`src/rtl/tmr_pkg.sv`:
```
package tmr_pkg;
  typedef enum logic [1:0] {
    MODE_13     = 2'b00,
    MODE_16     = 2'b01,
    MODE_RELOAD = 2'b10,
    MODE_SPLIT  = 2'b11
  } tmr_mode_e;
endpackage

```
`src/rtl/tmr_edge_det.sv`:
```
module tmr_edge_det #(
  parameter int SYNC_STAGES = 2
) (
  input  logic clk_i,
  input  logic rst_ni,
  input  logic tick_i,
  input  logic pin_i,
  output logic ev_o
);
  logic [SYNC_STAGES-1:0] sync_q;
  logic                   last_q;

  always_ff @(posedge clk_i or negedge rst_ni) begin
    if (!rst_ni) begin
      sync_q <= '0;
      last_q <= 1'b0;
    end else begin
      sync_q <= {sync_q[SYNC_STAGES-2:0], pin_i};
      if (tick_i) last_q <= sync_q[SYNC_STAGES-1];
    end
  end

  // high sample on previous strobe, low sample on this one
  assign ev_o = tick_i & last_q & ~sync_q[SYNC_STAGES-1];

  // a low sample cannot be followed directly by an event
  assert_no_back_to_back_R7: assert property (@(posedge clk_i) disable iff (!rst_ni)
    (tick_i && !sync_q[SYNC_STAGES-1]) |=> !ev_o);
endmodule

```
`src/rtl/tmr_unit.sv`:
```
module tmr_unit
  import tmr_pkg::*;
#(
  parameter int BYTE_W        = 8,
  parameter int LOW13_W       = 5,
  parameter bit HALT_IN_SPLIT = 1'b0
) (
  input  logic              clk_i,
  input  logic              rst_ni,
  input  tmr_mode_e         mode_i,
  input  logic              run_i,
  input  logic              gate_i,
  input  logic              gate_pin_i,
  input  logic              cnt_sel_i,
  input  logic              tick_i,
  input  logic              ev_i,
  input  logic              wr_lo_i,
  input  logic              wr_hi_i,
  input  logic [BYTE_W-1:0] wr_data_i,
  input  logic              ack_i,
  output logic [BYTE_W-1:0] lo_o,
  output logic [BYTE_W-1:0] hi_o,
  output logic              flag_o
);
  localparam int MID_W  = BYTE_W + LOW13_W;
  localparam int WIDE_W = 2 * BYTE_W;

  logic [BYTE_W-1:0] lo_q, hi_q, lo_n, hi_n;
  logic              flag_q, roll, enable, step, wr_any, inc;
  logic [BYTE_W:0]   byte_sum;
  logic [MID_W:0]    mid_sum;
  logic [WIDE_W:0]   wide_sum;
  logic [BYTE_W-1:0] split_lo;
  logic              split_roll;

  assign enable = run_i & (~gate_i | gate_pin_i);
  assign step   = cnt_sel_i ? ev_i : tick_i;
  assign wr_any = wr_lo_i | wr_hi_i;
  assign inc    = enable & step & ~wr_any;

  assign byte_sum = {1'b0, lo_q} + {{BYTE_W{1'b0}}, 1'b1};
  assign mid_sum  = {1'b0, hi_q, lo_q[LOW13_W-1:0]} + {{MID_W{1'b0}}, 1'b1};
  assign wide_sum = {1'b0, hi_q, lo_q} + {{WIDE_W{1'b0}}, 1'b1};

  generate
    if (HALT_IN_SPLIT) begin : g_halt
      assign split_lo   = lo_q;
      assign split_roll = 1'b0;
    end else begin : g_run
      assign split_lo   = byte_sum[BYTE_W-1:0];
      assign split_roll = byte_sum[BYTE_W];
    end
  endgenerate

  always_comb begin
    lo_n = lo_q;
    hi_n = hi_q;
    roll = 1'b0;
    unique case (mode_i)
      MODE_13: begin
        lo_n = {lo_q[BYTE_W-1:LOW13_W], mid_sum[LOW13_W-1:0]};
        hi_n = mid_sum[MID_W-1:LOW13_W];
        roll = mid_sum[MID_W];
      end
      MODE_16: begin
        lo_n = wide_sum[BYTE_W-1:0];
        hi_n = wide_sum[WIDE_W-1:BYTE_W];
        roll = wide_sum[WIDE_W];
      end
      MODE_RELOAD: begin
        roll = byte_sum[BYTE_W];
        lo_n = roll ? hi_q : byte_sum[BYTE_W-1:0];
      end
      MODE_SPLIT: begin
        lo_n = split_lo;
        roll = split_roll;
      end
      default: ;
    endcase
  end

  always_ff @(posedge clk_i or negedge rst_ni) begin
    if (!rst_ni) begin
      lo_q   <= '0;
      hi_q   <= '0;
      flag_q <= 1'b0;
    end else begin
      if (wr_lo_i)  lo_q <= wr_data_i;
      else if (inc) lo_q <= lo_n;
      if (wr_hi_i)  hi_q <= wr_data_i;
      else if (inc) hi_q <= hi_n;
      if (inc && roll) flag_q <= 1'b1;
      else if (ack_i)  flag_q <= 1'b0;
    end
  end

  assign lo_o   = lo_q;
  assign hi_o   = hi_q;
  assign flag_o = flag_q;

  assert_hold_gated_R8: assert property (@(posedge clk_i) disable iff (!rst_ni)
    (!enable && !wr_any) |=> ($stable(lo_q) && $stable(hi_q)));

  assert_timer_needs_tick_R6: assert property (@(posedge clk_i) disable iff (!rst_ni)
    (!cnt_sel_i && !tick_i && !wr_any) |=> ($stable(lo_q) && $stable(hi_q)));

  assert_reload_R4: assert property (@(posedge clk_i) disable iff (!rst_ni)
    (mode_i == MODE_RELOAD && inc && lo_q == {BYTE_W{1'b1}}) |=> (lo_q == $past(hi_q)));

  assert_ack_clears_R9: assert property (@(posedge clk_i) disable iff (!rst_ni)
    (ack_i && !inc) |=> !flag_q);

  assert_write_lo_R10: assert property (@(posedge clk_i) disable iff (!rst_ni)
    wr_lo_i |=> (lo_q == $past(wr_data_i)));

  assert_write_hi_R10: assert property (@(posedge clk_i) disable iff (!rst_ni)
    wr_hi_i |=> (hi_q == $past(wr_data_i)));

  generate
    if (HALT_IN_SPLIT) begin : g_halt_chk
      assert_split_halt_R5: assert property (@(posedge clk_i) disable iff (!rst_ni)
        (mode_i == MODE_SPLIT && !wr_any && !flag_q) |=>
          ($stable(lo_q) && $stable(hi_q) && !flag_q));
    end
  endgenerate
endmodule

```
`src/rtl/tmr_pair.sv`:
```
module tmr_pair
  import tmr_pkg::*;
#(
  parameter int UNITS   = 2,
  parameter int BYTE_W  = 8,
  parameter int LOW13_W = 5,
  parameter int HALT_ID = 1
) (
  input  logic                    clk_i,
  input  logic                    rst_ni,
  input  logic                    tick_i,
  input  logic [2*UNITS-1:0]      mode_i,
  input  logic [UNITS-1:0]        run_i,
  input  logic [UNITS-1:0]        gate_i,
  input  logic [UNITS-1:0]        gate_pin_i,
  input  logic [UNITS-1:0]        cnt_sel_i,
  input  logic [UNITS-1:0]        cnt_pin_i,
  input  logic [UNITS-1:0]        wr_lo_i,
  input  logic [UNITS-1:0]        wr_hi_i,
  input  logic [BYTE_W-1:0]       wr_data_i,
  input  logic [UNITS-1:0]        ack_i,
  output logic [UNITS*BYTE_W-1:0] lo_o,
  output logic [UNITS*BYTE_W-1:0] hi_o,
  output logic [UNITS-1:0]        flag_o
);
  logic [UNITS-1:0] ev;

  for (genvar g = 0; g < UNITS; g++) begin : g_unit
    tmr_edge_det #(.SYNC_STAGES(2)) i_edge (
      .clk_i  (clk_i),
      .rst_ni (rst_ni),
      .tick_i (tick_i),
      .pin_i  (cnt_pin_i[g]),
      .ev_o   (ev[g])
    );

    tmr_unit #(
      .BYTE_W       (BYTE_W),
      .LOW13_W      (LOW13_W),
      .HALT_IN_SPLIT(g == HALT_ID)
    ) i_unit (
      .clk_i      (clk_i),
      .rst_ni     (rst_ni),
      .mode_i     (tmr_mode_e'(mode_i[2*g+:2])),
      .run_i      (run_i[g]),
      .gate_i     (gate_i[g]),
      .gate_pin_i (gate_pin_i[g]),
      .cnt_sel_i  (cnt_sel_i[g]),
      .tick_i     (tick_i),
      .ev_i       (ev[g]),
      .wr_lo_i    (wr_lo_i[g]),
      .wr_hi_i    (wr_hi_i[g]),
      .wr_data_i  (wr_data_i),
      .ack_i      (ack_i[g]),
      .lo_o       (lo_o[g*BYTE_W+:BYTE_W]),
      .hi_o       (hi_o[g*BYTE_W+:BYTE_W]),
      .flag_o     (flag_o[g])
    );
  end
endmodule

```
`config.mk`:
```
export PLATFORM = sky130hd
export DESIGN_NAME = tmr_pair
export DESIGN_NICKNAME = d
export VERILOG_FILES = /design/src/rtl/tmr_pkg.sv /design/src/rtl/tmr_edge_det.sv /design/src/rtl/tmr_unit.sv /design/src/rtl/tmr_pair.sv
export SDC_FILE = /design/constraint.sdc
export NUM_CORES = 1
export LEC_CHECK = 0
export ABC_AREA = 1
export BUFFER_PORTS_ARGS = -buffer_cell sky130_fd_sc_hd__buf_2
export CORE_MARGIN = 4
export CORE_UTILIZATION = 40
export DETAILED_ROUTE_END_ITERATION = 8
export PLACE_DENSITY_LB_ADDON = 0.1
export SYNTH_ARGS = -nofsm -noshare
export SYNTH_HDL_FRONTEND = slang
export SYNTH_HIERARCHICAL = 1
export SYNTH_SLANG_ARGS = --single-unit
export TNS_END_PERCENT = 20
```
`constraint.sdc`:
```
create_clock -name clk_i -period 1.94 [get_ports clk_i]
set_clock_uncertainty 0.15 [all_clocks]
set_input_delay 0.291 -clock clk_i [delete_from_list [all_inputs] [get_ports clk_i]]
set_output_delay 0.291 -clock clk_i [all_outputs]
set_load 0.02 [all_outputs]
```
==> results.py, run 1 <==
metrics = {
    "placement": {
        "place_ws_ns": 0.05419,
        "io_buffers": 64,
        "gp_congestion": 0.9182,
        "dp_hpwl_um": 8176,
        "dpl.cell_count": 687,
        "dpl_cell_area_mm2": 0.003822,
    },
    "pwr": {
        "clockPowerShare": 0.252,
        "switching_share": 0.3842,
        "p_switching_uw": 901.4,
        "leakage_nw": 2.146,
        "p_int_mw": 1.445,
        "pwr-share-comb": 0.300,
        "power_density_mw_per_mm2": 592.8,
        "ir_worst_vdd_mv": 0.2865,
        "p_seq_frac": 0.448,
    },
    "clock_tree": {
        "htreeDepth": 2,
        "root_buffer": "clkbuf_8",
        "clk_latency_ns": 0.29,
        "cts_tree": "done",
        "cts_buffer_depth": 2,
        "clock-sinks": 40,
        "path_clk_slew_ns": 0.08,
        "cts_buffers": 5,
    },
    "logic_synthesis": {
        "syn_nets": 550,
        "synth_top_area_share": 0.3002,
        "synth_cells": 513,
        "syn_area_mm2": 0.003334,
        "synth_seq_cells": 40,
        "syn_area_per_cell_um2": 6.500,
        "yosys_warnings": 6,
        "synth_largest_area_cell": "dfrtp_1",
        "synth_cell_type_count": 41,
        "yosys-top-cells-area": "dfrtp_1, nand2_1, nand3_1, inv_1, nor2_1",
        "synth-seq-area-share": 0.3002,
    },
    "sta": {
        "finalSetupViolations": 0,
        "timing.final.hold_violations": 0,
        "maxSlewHeadroom": 0.7266,
        "worstMarginPinSlew_ns": 0.4101,
        "clock.fmax_mhz": 557.0,
        "setup_tns_ns": 0,
        "fin_crit_ns": 1.795,
        "setup_slack_ns": 0.1446,
        "min_period_over_period": 0.9255,
        "drv_slew": 0,
        "rsz0062_at_grt": "no",
    },
    "grt": {
        "grt_pass1_vias": 3422,
        "grt_max_degree": 18,
        "grt_usage": 0.2094,
        "grt_overflow": 0,
        "antenna_found_initial": 0,
        "grt_pass1_wl_um": 16480,
    },
    "route": {
        "antenna_left": 0,
        "via_count": 3497,
        "route.detailed.drc": 0,
        "drt-pass1-iter-count": 5,
        "routedWlPerCell_um": 14.48,
        "wirelength_um": 10110,
        "vias_per_cell": 5.010,
        "drt_iter0_markers": 134,
    },
    "finish": {
        "area_delta_synth_final_pct": 18.69,
        "final_cell_area_mm2": 0.003958,
        "nets": 629,
        "layout_common_cells": "nand2_1, nand3_1, inv_1",
        "nFillCells": 883,
        "drive_gt1_frac": 0.2159,
        "final_cell_count_no_fill": 698,
        "final_common_cell": "nand2_1",
        "n_antenna_cell": 0,
    },
    "worst_setup_path": {
        "cp_max_fo": 6,
        "worstPathRequired_ns": 1.98,
        "critPathLaunchType": "flip-flop",
        "crit_type": "flip-flop to flip-flop",
        "cp_data_arrival_time_ns": 1.83,
        "end_kind": "flip-flop",
    },
    "floorplanning": {
        "start_util": 0.4079,
        "ioPinCount": 65,
        "fp-row-count": 33,
        "coreArea_mm2": 0.008175,
        "die_area_mm2": 0.009860,
        "fp.dieW_um": 99.30,
        "fp.dieH_um": 99.30,
    },
    "run": {
        "max_cap_violations": 0,
    },
    "worst_hold_path": {
        "hold_path_class": "input port to flip-flop",
    },
    "outcome": {
        "status": "finished, final reports clean",
    },
}
==> per-stage QoR <==
stage / util / power, mW / hold WS, ns
detailed placement: 0.4676 / 1.766 / 0.1018
floorplan: - / 1.485 / -0.1546
finish: 0.4841 / 2.346 / 0.03898
global route: 0.4841 / 2.498 / 0.04131
CTS: 0.4826 / 2.363 / 0.03596
global placement: 0.4676 / 1.764 / 0.1028
==> what timing repair did <==
item	4_1_cts	5_1_grt
resized for setup	0	5
endpoints found under the setup margin	0	12
hold buffers	3	0
endpoints found under the hold margin	17	0
buffers inserted	0	0
==> power by group through the flow <==
| stage | Clock (mW) | Combinational (mW) | Sequential (mW) |
|---|---|---|---|
| 2_1_floorplan | 0 | 0.371 | 1.11 |
| 3_3_place_gp | 0 | 0.698 | 1.07 |
| 3_5_place_dp | 0 | 0.701 | 1.06 |
| 4_1_cts | 0.606 | 0.708 | 1.05 |
| 5_1_grt | 0.644 | 0.785 | 1.07 |
| 6_report | 0.592 | 0.703 | 1.05 |
==> metal layers <==
metal | routed length [µm] | GRT usage | vias up | part of all wire
li1 | - | - | 1784 | -
met1 | 4391 | 0.2603 | 1599 | 0.43
met2 | 5040 | 0.3755 | 98 | 0.50
met3 | 486 | 0.02805 | 16 | 0.048
met4 | 191 | 0.06408 | 0 | 0.019
met5 | 0 | 0 | - | 0
==> synthesized netlist by cell type (all sizes together) <==
| cell | count |
|---|---|
| nand2 | 200 |
| nand3 | 76 |
| inv | 68 |
| nor2 | 52 |
| dfrtp | 40 |
| o21ai | 18 |
| a21oi | 9 |
| nand4 | 7 |
| ha | 6 |
| xor2 | 6 |
| o21bai | 4 |
| a21boi | 3 |
| buf | 3 |
| nand3b | 3 |
| nor3 | 3 |
| o211ai | 3 |
| o22ai | 3 |
| or2 | 3 |
| nor3b | 2 |
| a21o | 1 |
| a22oi | 1 |
| clkbuf | 1 |
| clkinv | 1 |
==> cells by family (layout without fill, tap and decap cells) <==
family | count (synthesis) | count (layout) | share of synthesized area
AOI/OAI and AO/OA | 42 | 42 | 0.07993
buffers and inverters | 73 | 153 | 0.08705
adders and majority gates | 6 | 6 | 0.02251
DFF | 40 | 40 | 0.3002
and+or+nand+nor | 346 | 346 | 0.4946
xor gates and xnor gates | 6 | 6 | 0.01576
==> critical path, cell delays in order, from the launching register on <==
cell and delay [ns]:
dfrtp_2 0.43, ha_2 0.24, nand2_2 0.08, nor2_4 0.15, nand2_2 0.11, nand2_1 0.07, nand2_1 0.10, nor2_4 0.13
nand3_1 0.08, nand3_1 0.10, nand2_1 0.05
==> sequential cells by signal (all words and copies together) (netlist names) <==
register and flops:
g_unit.i_edge/sync_q 4, g_unit.i_unit/lo_o 16, g_unit.i_unit/flag_o 2, g_unit.i_unit/hi_o 16, g_unit.i_edge/last_q 2
==> final timing paths <==
path                                       startpoint                         end  slack [ns]  depth (start not counted)
setup / recovery             g_unit[0].i_unit/lo_o[0]    g_unit[0].i_unit/hi_o[2]        0.14                         10
hold / removal                               ack_i[0]     g_unit[0].i_unit/flag_o        0.04                          2
setup reg to reg             g_unit[0].i_unit/lo_o[0]    g_unit[0].i_unit/hi_o[2]        0.14                         10
hold reg to reg            g_unit[0].i_edge/sync_q[0]  g_unit[0].i_edge/sync_q[1]        0.21                          0
max in group asynchronous                      rst_ni    g_unit[0].i_unit/hi_o[2]        0.80                          3
min in group asynchronous                      rst_ni    g_unit[1].i_unit/hi_o[3]        0.30                          2
==> area by class of cell <==
cell class                 count  area, µm²  share of cell area
clock buffer                   6      82.58             0.02087
clock inverter                 2      10.01            0.002529
inverter                      69      259.0             0.06544
multi-input combinational    400       2053              0.5188
sequential                    40       1003              0.2536
tap                          105      131.4             0.03320
timing repair buffer          76      417.9              0.1056
Note: power is estimated with default switching activity, not from simulation.
==> run 2, diff against run 1 <==
==> constraint.sdc (replaced) <==
create_clock -name clk_i -period 1.98 [get_ports clk_i]
set_clock_uncertainty 0.15 [all_clocks]
set_input_delay 0.297 -clock clk_i [delete_from_list [all_inputs] [get_ports clk_i]]
set_output_delay 0.297 -clock clk_i [all_outputs]
set_load 0.02 [all_outputs]
==> run 2 against run 1 <==
Compared with the run above: die area is the same; sequential power barely moved; maximum frequency rose by 2.9%; clock power is 13% higher; final area increased by 0.16%; setup slack improved by 0.090 ns; sequential share of layout area fell by 0.072 points; cell count stayed put.
==> results.py, run 2 (synthesized netlist as in run 1, its figures left out) <==
metrics = {
    "outcome": {
        "status": "finished, final reports clean",
    },
    "clock_tree": {
        "cts_buffer_depth": 2,
        "path_clk_slew_ns": 0.08,
        "cts_tree": "done",
        "cts_buffers": 5,
        "clock-sinks": 40,
        "root_buffer": "clkbuf_8",
        "htreeDepth": 2,
        "clk_latency_ns": 0.29,
    },
    "route": {
        "wirelength_um": 9950,
        "via_count": 3492,
        "drt_iter0_markers": 110,
        "vias_per_cell": 5.003,
        "route.detailed.drc": 0,
        "routedWlPerCell_um": 14.26,
        "antenna_left": 0,
        "drt-pass1-iter-count": 4,
    },
    "finish": {
        "layout_common_cells": "nand2_1, nand3_1, inv_1",
        "n_antenna_cell": 0,
        "nFillCells": 879,
        "drive_gt1_frac": 0.2108,
        "final_common_cell": "nand2_1",
        "nets": 629,
        "area_delta_synth_final_pct": 18.87,
        "fin_util": 0.4848,
        "final_cell_count_no_fill": 698,
    },
    "sta": {
        "worstMarginPinSlew_ns": 0.4903,
        "min_period_over_period": 0.8814,
        "finalSetupViolations": 0,
        "setup_tns_ns": 0,
        "clock.fmax_mhz": 573.0,
        "setup_slack_ns": 0.2349,
        "whs_ns": 0.04524,
        "drv_slew": 0,
        "fin_crit_ns": 1.745,
        "rsz0062_at_grt": "no",
        "maxSlewHeadroom": 0.6731,
        "timing.final.hold_violations": 0,
    },
    "worst_setup_path": {
        "critPathLaunchType": "flip-flop",
        "end_kind": "flip-flop",
        "crit_type": "flip-flop to flip-flop",
        "crit_buf_inv": 2,
        "critPathSlowestCell": "dfrtp_1",
        "path_delay_family": "simple AND/OR/NAND/NOR gates",
        "path_cells": "nor2_1 -> nand2_1 -> o21ai_1 -> nand4_2 -> buf_4 -> nand3_1 -> nand2_1 -> inv_1 -> nand2_1",
        "cp_max_fo": 7,
        "crit_path_frequent_cell": "nand2_1",
        "cp_slowest_stage_delay_ns": 0.38,
        "worstPathRequired_ns": 2.02,
        "cp_data_arrival_time_ns": 1.79,
    },
    "grt": {
        "grt_usage": 0.2097,
        "grt_pass1_vias": 3383,
        "grt_overflow": 0,
        "grt_max_degree": 21,
        "antenna_found_initial": 0,
        "grt_pass1_wl_um": 16640,
    },
    "floorplanning": {
        "die_area_mm2": 0.009860,
        "ioPinCount": 65,
        "fp.dieW_um": 99.30,
        "fp-row-count": 33,
        "coreArea_mm2": 0.008175,
        "start_util": 0.4079,
        "fp.dieH_um": 99.30,
    },
    "pwr": {
        "ir_worst_vdd_mv": 0.3821,
        "leakage_nw": 2.152,
        "clockPowerShare": 0.281,
        "pwr-share-comb": 0.286,
        "p_switching_uw": 868.1,
        "switching_share": 0.3654,
        "p_int_mw": 1.507,
        "power_density_mw_per_mm2": 599.3,
        "p_seq_frac": 0.433,
    },
    "worst_hold_path": {
        "hold_path_class": "input port to flip-flop",
    },
    "placement": {
        "dpl.cell_count": 687,
        "gp_congestion": 0.9192,
        "dp_hpwl_um": 8148,
        "place_ws_ns": 0.1796,
        "io_buffers": 64,
    },
    "run": {
        "max_cap_violations": 0,
    },
}
run 2: layout make-up:
type | count | area (µm²) | area share
inverters | 69 | 259.0 | 0.06534
well taps | 105 | 131.4 | 0.03314
clock inverters | 2 | 35.03 | 0.008838
multi-input cells | 400 | 2046 | 0.5161
clock buffers | 6 | 72.57 | 0.01831
repair buffers | 76 | 417.9 | 0.1054
flip-flops and latches | 40 | 1002 | 0.2528
run 2: path summary, 6_finish.rpt:
check / endpoint / startpoint / slack [ns] / depth (start not counted)
min in group asynchronous: g_unit[1].i_unit/hi_o[1] / rst_ni / 0.34 / 2
max: g_unit[0].i_unit/hi_o[6] / g_unit[0].i_edge/sync_q[1] / 0.23 / 9
max reg2reg: g_unit[0].i_unit/hi_o[6] / g_unit[0].i_edge/sync_q[1] / 0.23 / 9
max in group asynchronous: g_unit[0].i_unit/hi_o[0] / rst_ni / 0.79 / 3
min reg2reg: g_unit[0].i_edge/sync_q[1] / g_unit[0].i_edge/sync_q[0] / 0.20 / 0
min: g_unit[0].i_unit/flag_o / ack_i[0] / 0.05 / 2
run 2: power by group through the flow:
stage | clock network, mW | logic [mW] | registers (mW)
6_report | 0.668 | 0.679 | 1.03
5_1_grt | 0.713 | 0.770 | 1.05
4_1_cts | 0.682 | 0.687 | 1.03
3_5_place_dp | 0 | 0.681 | 1.04
3_3_place_gp | 0 | 0.674 | 1.04
2_1_floorplan | 0 | 0.363 | 1.09
run 2: metrics by stage:
stage | cell area [µm²] | power [mW]
4_1_cts | 3960 | 2.397
5_1_grt | 3964 | 2.529
2_1_floorplan | 3334 | 1.455
6_report | 3964 | 2.376
3_3_place_gp | 3822 | 1.717
3_5_place_dp | 3822 | 1.725
run 2: repair_timing:
action / CTS / global route
endpoints found under the hold margin: 20 / 0
resized for setup: 0 / 2
hold buffers: 3 / 0
setup endpoints to repair: 0 / 4
setup buffers: 0 / 0
run 2: per-layer routing:
layer	up-vias	routed length [µm]	GRT usage
li1	1793	-	-
met5	-	0	0
met1	1610	4268	0.2660
met2	75	5024	0.3662
met3	14	400	0.02244
met4	0	257	0.07983
==> run 3, diff against run 2 <==
==> constraint.sdc (replaced) <==
create_clock -name clk_i -period 1.9 [get_ports clk_i]
set_clock_uncertainty 0.15 [all_clocks]
set_input_delay 0.285 -clock clk_i [delete_from_list [all_inputs] [get_ports clk_i]]
set_output_delay 0.285 -clock clk_i [all_outputs]
set_load 0.02 [all_outputs]
==> run 3 against run 2 <==
Compared with the run above: combinational power rose by 11%; global-route usage rose by 0.10 points; critical path depth fell by 1; critical endpoint is now g_unit[0].i_unit/lo_o[3]; via count rose by 0.26%; count of clock-buffer cells in the layout rose by 1; maximum frequency barely moved; critical path type unchanged.
==> results.py, run 3 (synthesized netlist as in run 1, its figures left out) <==
metrics = {
    "outcome": {
        "status": "finished, final reports clean",
    },
    "worst_setup_path": {
        "crit_type": "flip-flop to flip-flop",
        "cp_data_arrival_time_ns": 1.76,
        "cp_max_fo": 5,
        "critPathLaunchType": "flip-flop",
        "worstPathRequired_ns": 1.92,
        "end_kind": "flip-flop",
    },
    "run": {
        "max_cap_violations": 0,
    },
    "finish": {
        "final_common_cell": "nand2_1",
        "area_delta_synth_final_pct": 20.64,
        "n_antenna_cell": 0,
        "final_cell_count_no_fill": 703,
        "drive_gt1_frac": 0.2207,
        "layout_common_cells": "nand2_1, nand3_1, inv_1",
        "nFillCells": 910,
        "nets": 634,
    },
    "clock_tree": {
        "path_clk_slew_ns": 0.07,
        "clk_latency_ns": 0.29,
        "cts_buffer_depth": 2,
        "htreeDepth": 2,
        "cts_tree": "done",
        "post-cts-setup-buffers": 0,
        "clock-sinks": 40,
        "root_buffer": "clkbuf_8",
        "cts_buffers": 5,
    },
    "worst_hold_path": {
        "hold_path_class": "input port to flip-flop",
    },
    "route": {
        "drt-pass1-iter-count": 4,
        "vias_per_cell": 4.980,
        "antenna_left": 0,
        "via_count": 3501,
        "drt_iter0_markers": 165,
        "wirelength_um": 10020,
        "routedWlPerCell_um": 14.25,
        "route.detailed.drc": 0,
    },
    "pwr": {
        "power_density_mw_per_mm2": 638.1,
        "p_seq_frac": 0.411,
        "leakage_nw": 2.185,
        "p_switching_uw": 903.8,
        "clockPowerShare": 0.296,
        "ir_worst_vdd_mv": 0.3669,
        "power_mw": 2.567,
        "switching_share": 0.3521,
        "p_int_mw": 1.663,
        "pwr-share-comb": 0.293,
    },
    "sta": {
        "timing.final.hold_violations": 0,
        "finalSetupViolations": 0,
        "maxSlewHeadroom": 0.7359,
        "fin_crit_ns": 1.747,
        "rsz0062_at_grt": "no",
        "worstMarginPinSlew_ns": 0.3947,
        "setup_tns_ns": 0,
        "setup_slack_ns": 0.1532,
        "drv_slew": 0,
        "clock.fmax_mhz": 572.5,
        "min_period_over_period": 0.9194,
    },
    "floorplanning": {
        "ioPinCount": 65,
        "start_util": 0.4079,
        "fp-row-count": 33,
        "coreArea_mm2": 0.008175,
        "die_area_mm2": 0.009860,
        "fp.dieW_um": 99.30,
        "fp.dieH_um": 99.30,
    },
    "grt": {
        "grt_usage": 0.2107,
        "antenna_found_initial": 0,
        "grt_overflow": 0,
        "grt_pass1_vias": 3475,
        "grt_max_degree": 20,
        "grt_pass1_wl_um": 16790,
    },
    "placement": {
        "dp_hpwl_um": 8120,
        "io_buffers": 64,
        "gp_congestion": 0.9492,
        "place_ws_ns": 0.07124,
        "dpl.cell_count": 692,
    },
}
[run 3: changes by cell type in the layout (fill, tap and decap cells not counted), sizes merged]
| cell | delta |
|---|---|
| buf | +5 |
| clkbuf | +1 |
| clkinv | -1 |
[run 3: repair_timing]
item / 4_1_cts / 5_1_grt
resized for setup: 0 / 3
endpoints found under the setup margin: 0 / 12
hold buffers: 3 / 0
hold endpoints to repair: 11 / 0
[run 3: worst max-delay path: stages, from the launching register on]
cell and delay (ns):
dfrtp_2 0.41, ha_2 0.23, nand2_2 0.08, nor2_4 0.13
nand2_2 0.10, nor2_1 0.20, nand2_1 0.09, a21oi_1 0.15
o22ai_1 0.08
[run 3: power groups by stage]
stage | clock [mW] | combinational (mW) | sequential (mW)
after floorplan | 0 | 0.379 | 1.14
after global placement | 0 | 0.747 | 1.07
after detailed placement | 0 | 0.752 | 1.07
after CTS | 0.777 | 0.758 | 1.05
after global routing | 0.819 | 0.846 | 1.07
final | 0.759 | 0.752 | 1.06
[run 3: area by class of cell]
class / instances / area, µm² / area share
Tap cell: 105 / 131.4 / 0.03266
Timing Repair Buffer: 81 / 455.4 / 0.1132
Multi-Input combinational cell: 400 / 2048 / 0.5092
Inverter: 69 / 259.0 / 0.06439
Clock buffer: 7 / 96.34 / 0.02395
Sequential cell: 40 / 1002 / 0.2491
Clock inverter: 1 / 30.03 / 0.007465
[run 3: per-layer routing]
layer / vias up / GRT usage / share of wire
met4: 0 / 0.06303 / 0.021
met2: 92 / 0.3791 / 0.50
met3: 12 / 0.02735 / 0.048
met1: 1605 / 0.2619 / 0.43
li1: 1792 / - / -
met5: - / 0 / 0
[run 3: worst paths after layout]
path                                             from                          to  slack (ns)  depth (start not counted)
max reg2reg                  g_unit[0].i_unit/lo_o[1]    g_unit[0].i_unit/lo_o[3]        0.15                          8
max in group asynchronous                      rst_ni    g_unit[0].i_unit/lo_o[1]        0.82                          3
max                          g_unit[0].i_unit/lo_o[1]    g_unit[0].i_unit/lo_o[3]        0.15                          8
min                                          ack_i[0]     g_unit[0].i_unit/flag_o        0.03                          2
min reg2reg                g_unit[1].i_edge/sync_q[0]  g_unit[1].i_edge/sync_q[1]        0.20                          0
min in group asynchronous                      rst_ni    g_unit[1].i_unit/hi_o[3]        0.24                          2
[run 3: through the flow]
stage	hold WS, ns	instance area, µm²	util
final	0.03183	4023	0.4920
after global routing	0.05494	4023	0.4920
after CTS	0.03020	4016	0.4913
after detailed placement	0.02159	3860	0.4721
after global placement	0.02181	3860	0.4721
after floorplan	-0.1606	3334	-
